==> src/rtl/adc_irq_pkg.sv <==
package adc_irq_pkg;

  localparam int STAT_W  = 32;
  localparam int B_GDONE = 0;
  localparam int B_GCANC = 1;
  localparam int B_GOVF  = 2;
  localparam int B_CRNG  = 8;
  localparam int B_CPLS  = 9;
  localparam int B_COVF  = 10;

  typedef struct packed {
    logic ovf;
    logic cancel;
    logic done;
  } grp_stat_t;

  typedef struct packed {
    logic ovf;
    logic pls;
    logic rng;
  } ch_stat_t;

  // Sticky bit update: a set always wins over a clear
  function automatic logic sticky_next(logic cur, logic set, logic clr);
    return set | (cur & ~clr);
  endfunction

  // Repeat event on a bit that stays pending through this cycle
  function automatic logic repeat_hit(logic cur, logic set, logic clr);
    return set & cur & ~clr;
  endfunction

  function automatic logic [STAT_W-1:0] impl_mask();
    logic [STAT_W-1:0] m;
    m = '0;
    m[B_GDONE] = 1'b1;
    m[B_GCANC] = 1'b1;
    m[B_GOVF]  = 1'b1;
    m[B_CRNG]  = 1'b1;
    m[B_CPLS]  = 1'b1;
    m[B_COVF]  = 1'b1;
    return m;
  endfunction

  function automatic logic [STAT_W-1:0] pack_status(grp_stat_t g, ch_stat_t c);
    logic [STAT_W-1:0] w;
    w = '0;
    w[B_GDONE] = g.done;
    w[B_GCANC] = g.cancel;
    w[B_GOVF]  = g.ovf;
    w[B_CRNG]  = c.rng;
    w[B_CPLS]  = c.pls;
    w[B_COVF]  = c.ovf;
    return w;
  endfunction

endpackage

==> src/rtl/adc_grp_evt.sv <==
module adc_grp_evt
  import adc_irq_pkg::*;
(
  input  logic      clk,
  input  logic      rst_n,
  input  logic      last_in_group,
  input  logic      done_evt,
  input  logic      cancel_evt,
  input  grp_stat_t clr,
  output grp_stat_t stat,
  output logic      done_set,
  output logic      ovf_set
);

  logic cancel_set;
  grp_stat_t stat_d;

  assign done_set   = done_evt & last_in_group;
  assign cancel_set = cancel_evt & last_in_group;
  assign ovf_set    = repeat_hit(stat.done, done_set, clr.done);

  always_comb begin
    stat_d.done   = sticky_next(stat.done,   done_set,   clr.done);
    stat_d.cancel = sticky_next(stat.cancel, cancel_set, clr.cancel);
    stat_d.ovf    = sticky_next(stat.ovf,    ovf_set,    clr.ovf);
  end

  always_ff @(posedge clk or negedge rst_n) begin
    if (!rst_n) stat <= '0;
    else        stat <= stat_d;
  end

endmodule

==> src/rtl/adc_ch_evt.sv <==
module adc_ch_evt
  import adc_irq_pkg::*;
(
  input  logic     clk,
  input  logic     rst_n,
  input  logic     rng_evt,
  input  logic     pulse_evt,
  input  logic     result_evt,
  input  logic     dma_ack,
  input  ch_stat_t clr,
  output ch_stat_t stat,
  output logic     data_valid,
  output logic     rng_set,
  output logic     pls_set,
  output logic     unacked_hit,
  output logic     ovf_set
);

  logic     rng_rep;
  logic     pls_rep;
  logic     dv_d;
  ch_stat_t stat_d;

  // Range has priority: at most one of the two per result
  assign rng_set     = rng_evt;
  assign pls_set     = pulse_evt & ~rng_evt;
  assign rng_rep     = repeat_hit(stat.rng, rng_set, clr.rng);
  assign pls_rep     = repeat_hit(stat.pls, pls_set, clr.pls);
  assign unacked_hit = result_evt & data_valid & ~dma_ack;
  assign ovf_set     = rng_rep | pls_rep | unacked_hit;
  assign dv_d        = sticky_next(data_valid, result_evt, dma_ack);

  always_comb begin
    stat_d.rng = sticky_next(stat.rng, rng_set, clr.rng);
    stat_d.pls = sticky_next(stat.pls, pls_set, clr.pls);
    stat_d.ovf = sticky_next(stat.ovf, ovf_set, clr.ovf);
  end

  always_ff @(posedge clk or negedge rst_n) begin
    if (!rst_n) begin
      stat       <= '0;
      data_valid <= 1'b0;
    end else begin
      stat       <= stat_d;
      data_valid <= dv_d;
    end
  end

endmodule

==> src/rtl/adc_chan_irq_status.sv <==
module adc_chan_irq_status
  import adc_irq_pkg::*;
#(
  parameter int REG_W = STAT_W
) (
  input  logic             clk,
  input  logic             rst_n,
  input  logic             last_in_group,
  input  logic             grp_done_evt,
  input  logic             grp_cancel_evt,
  input  logic             rng_evt,
  input  logic             pulse_evt,
  input  logic             result_evt,
  input  logic             dma_ack,
  input  logic             wr_en,
  input  logic [REG_W-1:0] wr_data,
  input  logic [REG_W-1:0] irq_mask,
  output logic [REG_W-1:0] rd_data,
  output logic             irq_out
);

  localparam logic [REG_W-1:0] IMPL = REG_W'(impl_mask());

  logic [REG_W-1:0] clr_word;
  logic             unused_clr;
  grp_stat_t        g_clr, g_stat;
  ch_stat_t         c_clr, c_stat;
  logic             grp_done_set, grp_ovf_set;
  logic             ch_rng_set, ch_pls_set, ch_unacked, ch_ovf_set, ch_dv;

  assign clr_word   = wr_en ? wr_data : '0;
  assign unused_clr = ^(clr_word & ~IMPL);

  assign g_clr.done   = clr_word[B_GDONE];
  assign g_clr.cancel = clr_word[B_GCANC];
  assign g_clr.ovf    = clr_word[B_GOVF];
  assign c_clr.rng    = clr_word[B_CRNG];
  assign c_clr.pls    = clr_word[B_CPLS];
  assign c_clr.ovf    = clr_word[B_COVF];

  adc_grp_evt u_grp (
    .clk           (clk),
    .rst_n         (rst_n),
    .last_in_group (last_in_group),
    .done_evt      (grp_done_evt),
    .cancel_evt    (grp_cancel_evt),
    .clr           (g_clr),
    .stat          (g_stat),
    .done_set      (grp_done_set),
    .ovf_set       (grp_ovf_set)
  );

  adc_ch_evt u_ch (
    .clk         (clk),
    .rst_n       (rst_n),
    .rng_evt     (rng_evt),
    .pulse_evt   (pulse_evt),
    .result_evt  (result_evt),
    .dma_ack     (dma_ack),
    .clr         (c_clr),
    .stat        (c_stat),
    .data_valid  (ch_dv),
    .rng_set     (ch_rng_set),
    .pls_set     (ch_pls_set),
    .unacked_hit (ch_unacked),
    .ovf_set     (ch_ovf_set)
  );

  assign rd_data = REG_W'(pack_status(g_stat, c_stat));
  assign irq_out = |(rd_data & irq_mask);

endmodule


==> config.mk <==
export PLATFORM = sky130hd
export DESIGN_NAME = adc_chan_irq_status
export DESIGN_NICKNAME = d
export VERILOG_FILES = /design/src/rtl/adc_irq_pkg.sv /design/src/rtl/adc_grp_evt.sv /design/src/rtl/adc_ch_evt.sv /design/src/rtl/adc_chan_irq_status.sv
export SDC_FILE = /design/constraint.sdc
export NUM_CORES = 1
export LEC_CHECK = 0
export ABC_CLOCK_PERIOD_IN_PS = 1800
export BUFFER_PORTS_ARGS = -buffer_cell sky130_fd_sc_hd__buf_2
export CORE_MARGIN = 2
export CORE_UTILIZATION = 26
export DETAILED_ROUTE_END_ITERATION = 10
export GPL_TIMING_DRIVEN = 0
export PLACE_DENSITY = 0.84
export SYNTH_ARGS = -nofsm -noshare
export SYNTH_HDL_FRONTEND = slang
export SYNTH_SLANG_ARGS = --single-unit
==> constraint.sdc <==
create_clock -name clk -period 1.8 [get_ports clk]
set_input_delay 0.36 -clock clk [delete_from_list [all_inputs] [get_ports clk]]
set_output_delay 0.36 -clock clk [all_outputs]
set_load 0.03 [all_outputs]
==> results by group <==
Status
  – Outcome: completed

CTS
  – TritonCTS buffer count: 3
  – Max Root-Sink Buffers: 2
  – CTS tree: yes
  – Clk sinks: 7
  – Clock Latency Late Sink: 0.25 ns
  – Postcts setup bufs: 0
  – Clk slew on worst S/H paths: 0.05 ns
  – CTS root buf: clkbuf_4
  – CTS Hold Bufs: 1
  – Cts repair resizes: 0
  – H-tree depth: 1

Yosys
  – Synth Area per Inst: 9.26 um2
  – Syn. warnings: 0
  – Post-synthesis sequential area ratio: 0.332
  – Netlist Area Pre-Place: 528 um2
  – Synth cell types: 17
  – Post-Syn Instances: 57
  – Synthesis-stage register bit count: 7

Cells and area
  – Layout area overhead: 57.6%
  – Register area: 175 um2
  – Post-Route Utilization: 0.428
  – Ant diodes: 0
  – Fin cells: 142
  – Most frequent cells in the layout: buf_2 (28), buf_4 (26), conb_1 (26)
  – Fillers: 205
  – Footprint of the multi-input gates: 248 um2
  – Final Cell Area: 832 um2
  – Commonest non-fill, non-tap cell in the layout: buf_2
  – Share of cells above drive strength 1: 0.513
  – Final-stage net count: 190

STA
  – F_max: 677 MHz
  – Final worst-path setup slack: 0.322 ns
  – RSZ-0062 raised after global routing: no
  – Hold Slack: 0.317 ns
  – Setup TNS Final: 0 ns
  – Tcrit/Tclk final: 0.821
  – Endpoints failing setup: 0
  – Final Skew: 0.000125 ns
  – Min Clock Period, post-route: 1.48 ns
  – Slew Viols, Final: 0
  – Final hold viol count: 0

Flow run
  – MaxCap Viol Count: 0

Route
  – Initial DRC Count: 2
  – Antenna viol nets, final: 0
  – Wire length per cell: 9.20 um
  – Uppermost routed layer: met4
  – DRT Pass-1 Iters: 4
  – DRC: 0
  – Via count: 519
  – Met1 Wirelength: 476 um
  – Routed wire length: 1.31 mm
  – Vias/cell: 3.65
  – DR WL met2: 648 um
  – Met3 wire len: 174 um

Critical path
  – Startpoint Class: register
  – CP peak stage delay: 0.39 ns
  – Critical-path top delay cell: dfrtp_1
  – Critical path arrival: 1.12 ns
  – Cell family with most CP delay: flip-flops
  – CP max FO: 3
  – Critical path buffers and inverters: 1
  – Critical path cell sequence: a22oi_1 > nand3_1 > buf_2
  – Worst Setup End Kind: output pin
  – Critical path class: reg2out
  – CP required: 1.44 ns

Power
  – Tot Pwr: 0.578 mW
  – P per Cell Area: 695 nW/um2
  – LEAKAGE: 0.493 nW
  – Peak VDD IR: 0.376 mV

Placement
  – Dpl cells: 137
  – Buffers added on ports: 28
  – Pre-CTS WS: 0.536 ns
  – Placed Area: 796 um2
  – Final GP Congestion: 0.768

GRT
  – Grt ovf: 0
  – GRT Util Overall: 0.116
  – First-pass GRT wire length: 2.06 mm
  – Largest net degree at the start of global routing: 8
  – Vias in the first global route: 471
  – Initial antenna violation count: 0

Floorplan
  – Row cnt: 16
  – Core ar.: 1940 um2
  – Die H: 49.1 um
  – I/O Pins: 107
  – Starting density of the core: 0.272
  – Area of the die: 2410 um2
  – Chip Width: 49.1 um

Worst hold path
  – Worst Hold Class: in2reg
[flip-flops by register name, summed over array words and instances (netlist names)]
name	cells
u_grp.stat	3
u_ch.stat	3
u_ch.data_valid	1
[synth_stat cells (all sizes together)]
| cell | number | share of area |
|---|---|---|
| a21boi | 1 | 0.021 |
| o31ai | 1 | 0.014 |
| a22o | 2 | 0.033 |
| nand2b | 1 | 0.012 |
| a222oi | 1 | 0.019 |
| conb | 1 | 0.0071 |
| o21ai | 1 | 0.0095 |
| a31oi | 1 | 0.012 |
| inv | 1 | 0.0071 |
| nand3 | 2 | 0.019 |
| nor2b | 1 | 0.026 |
| nand2 | 5 | 0.036 |
| buf | 26 | 0.37 |
| o221ai | 1 | 0.017 |
| a22oi | 3 | 0.043 |
| dfrtp | 7 | 0.33 |
| or2 | 2 | 0.024 |
[report_power, final]
part / internal, mW / switching [mW]
Sequential: 0.175 / 0.0173
Clock: 0.0846 / 0.0580
Combinational: 0.0902 / 0.153
Total: 0.350 / 0.228
[worst reg2reg max path, delay by kind of cell, from the launching register on]
kind,cells,cell delay [ns]
flops,1,0.39
compound gates,3,0.58
[path summary, 6_finish.rpt]
check | to | slack (ns) | from | depth (start not counted)
worst min register to register | u_ch.stat[1] | 0.55 | u_ch.stat[1] | 2
min in group asynchronous | u_ch.stat[0] | 0.48 | rst_n | 2
worst max-delay path | irq_out | 0.32 | u_ch.stat[0] | 3
worst min-delay path | u_ch.data_valid | 0.32 | result_evt | 2
worst max register to register | u_ch.stat[2] | 0.71 | u_ch.stat[0] | 3
max in group asynchronous | u_grp.stat[2] | 1.16 | rst_n | 2
[cell type report]
class | instances | share of cell area
Tap cell | 27 | 0.0406
Sequential cell | 7 | 0.211
Multi-Input combinational cell | 48 | 0.298
Inverter | 1 | 0.00451
Clock buffer | 4 | 0.0316
Timing Repair Buffer | 29 | 0.180
Buffer | 26 | 0.235
[routing by layer]
metal,up-vias,track usage
li1,261,-
met1,220,0.116
met2,36,0.196
met3,2,0.0767
met4,0,0.0286
met5,-,0
[cells by family after synthesis]
logic type / share of synthesized area
buffers and inverters: 0.377
AND/OR/NAND/NOR: 0.116
AO/OA/AOI/OAI: 0.168
flip-flops: 0.332
other: 0.00710
No activity file was read; power rests on OpenSTA's default activity.
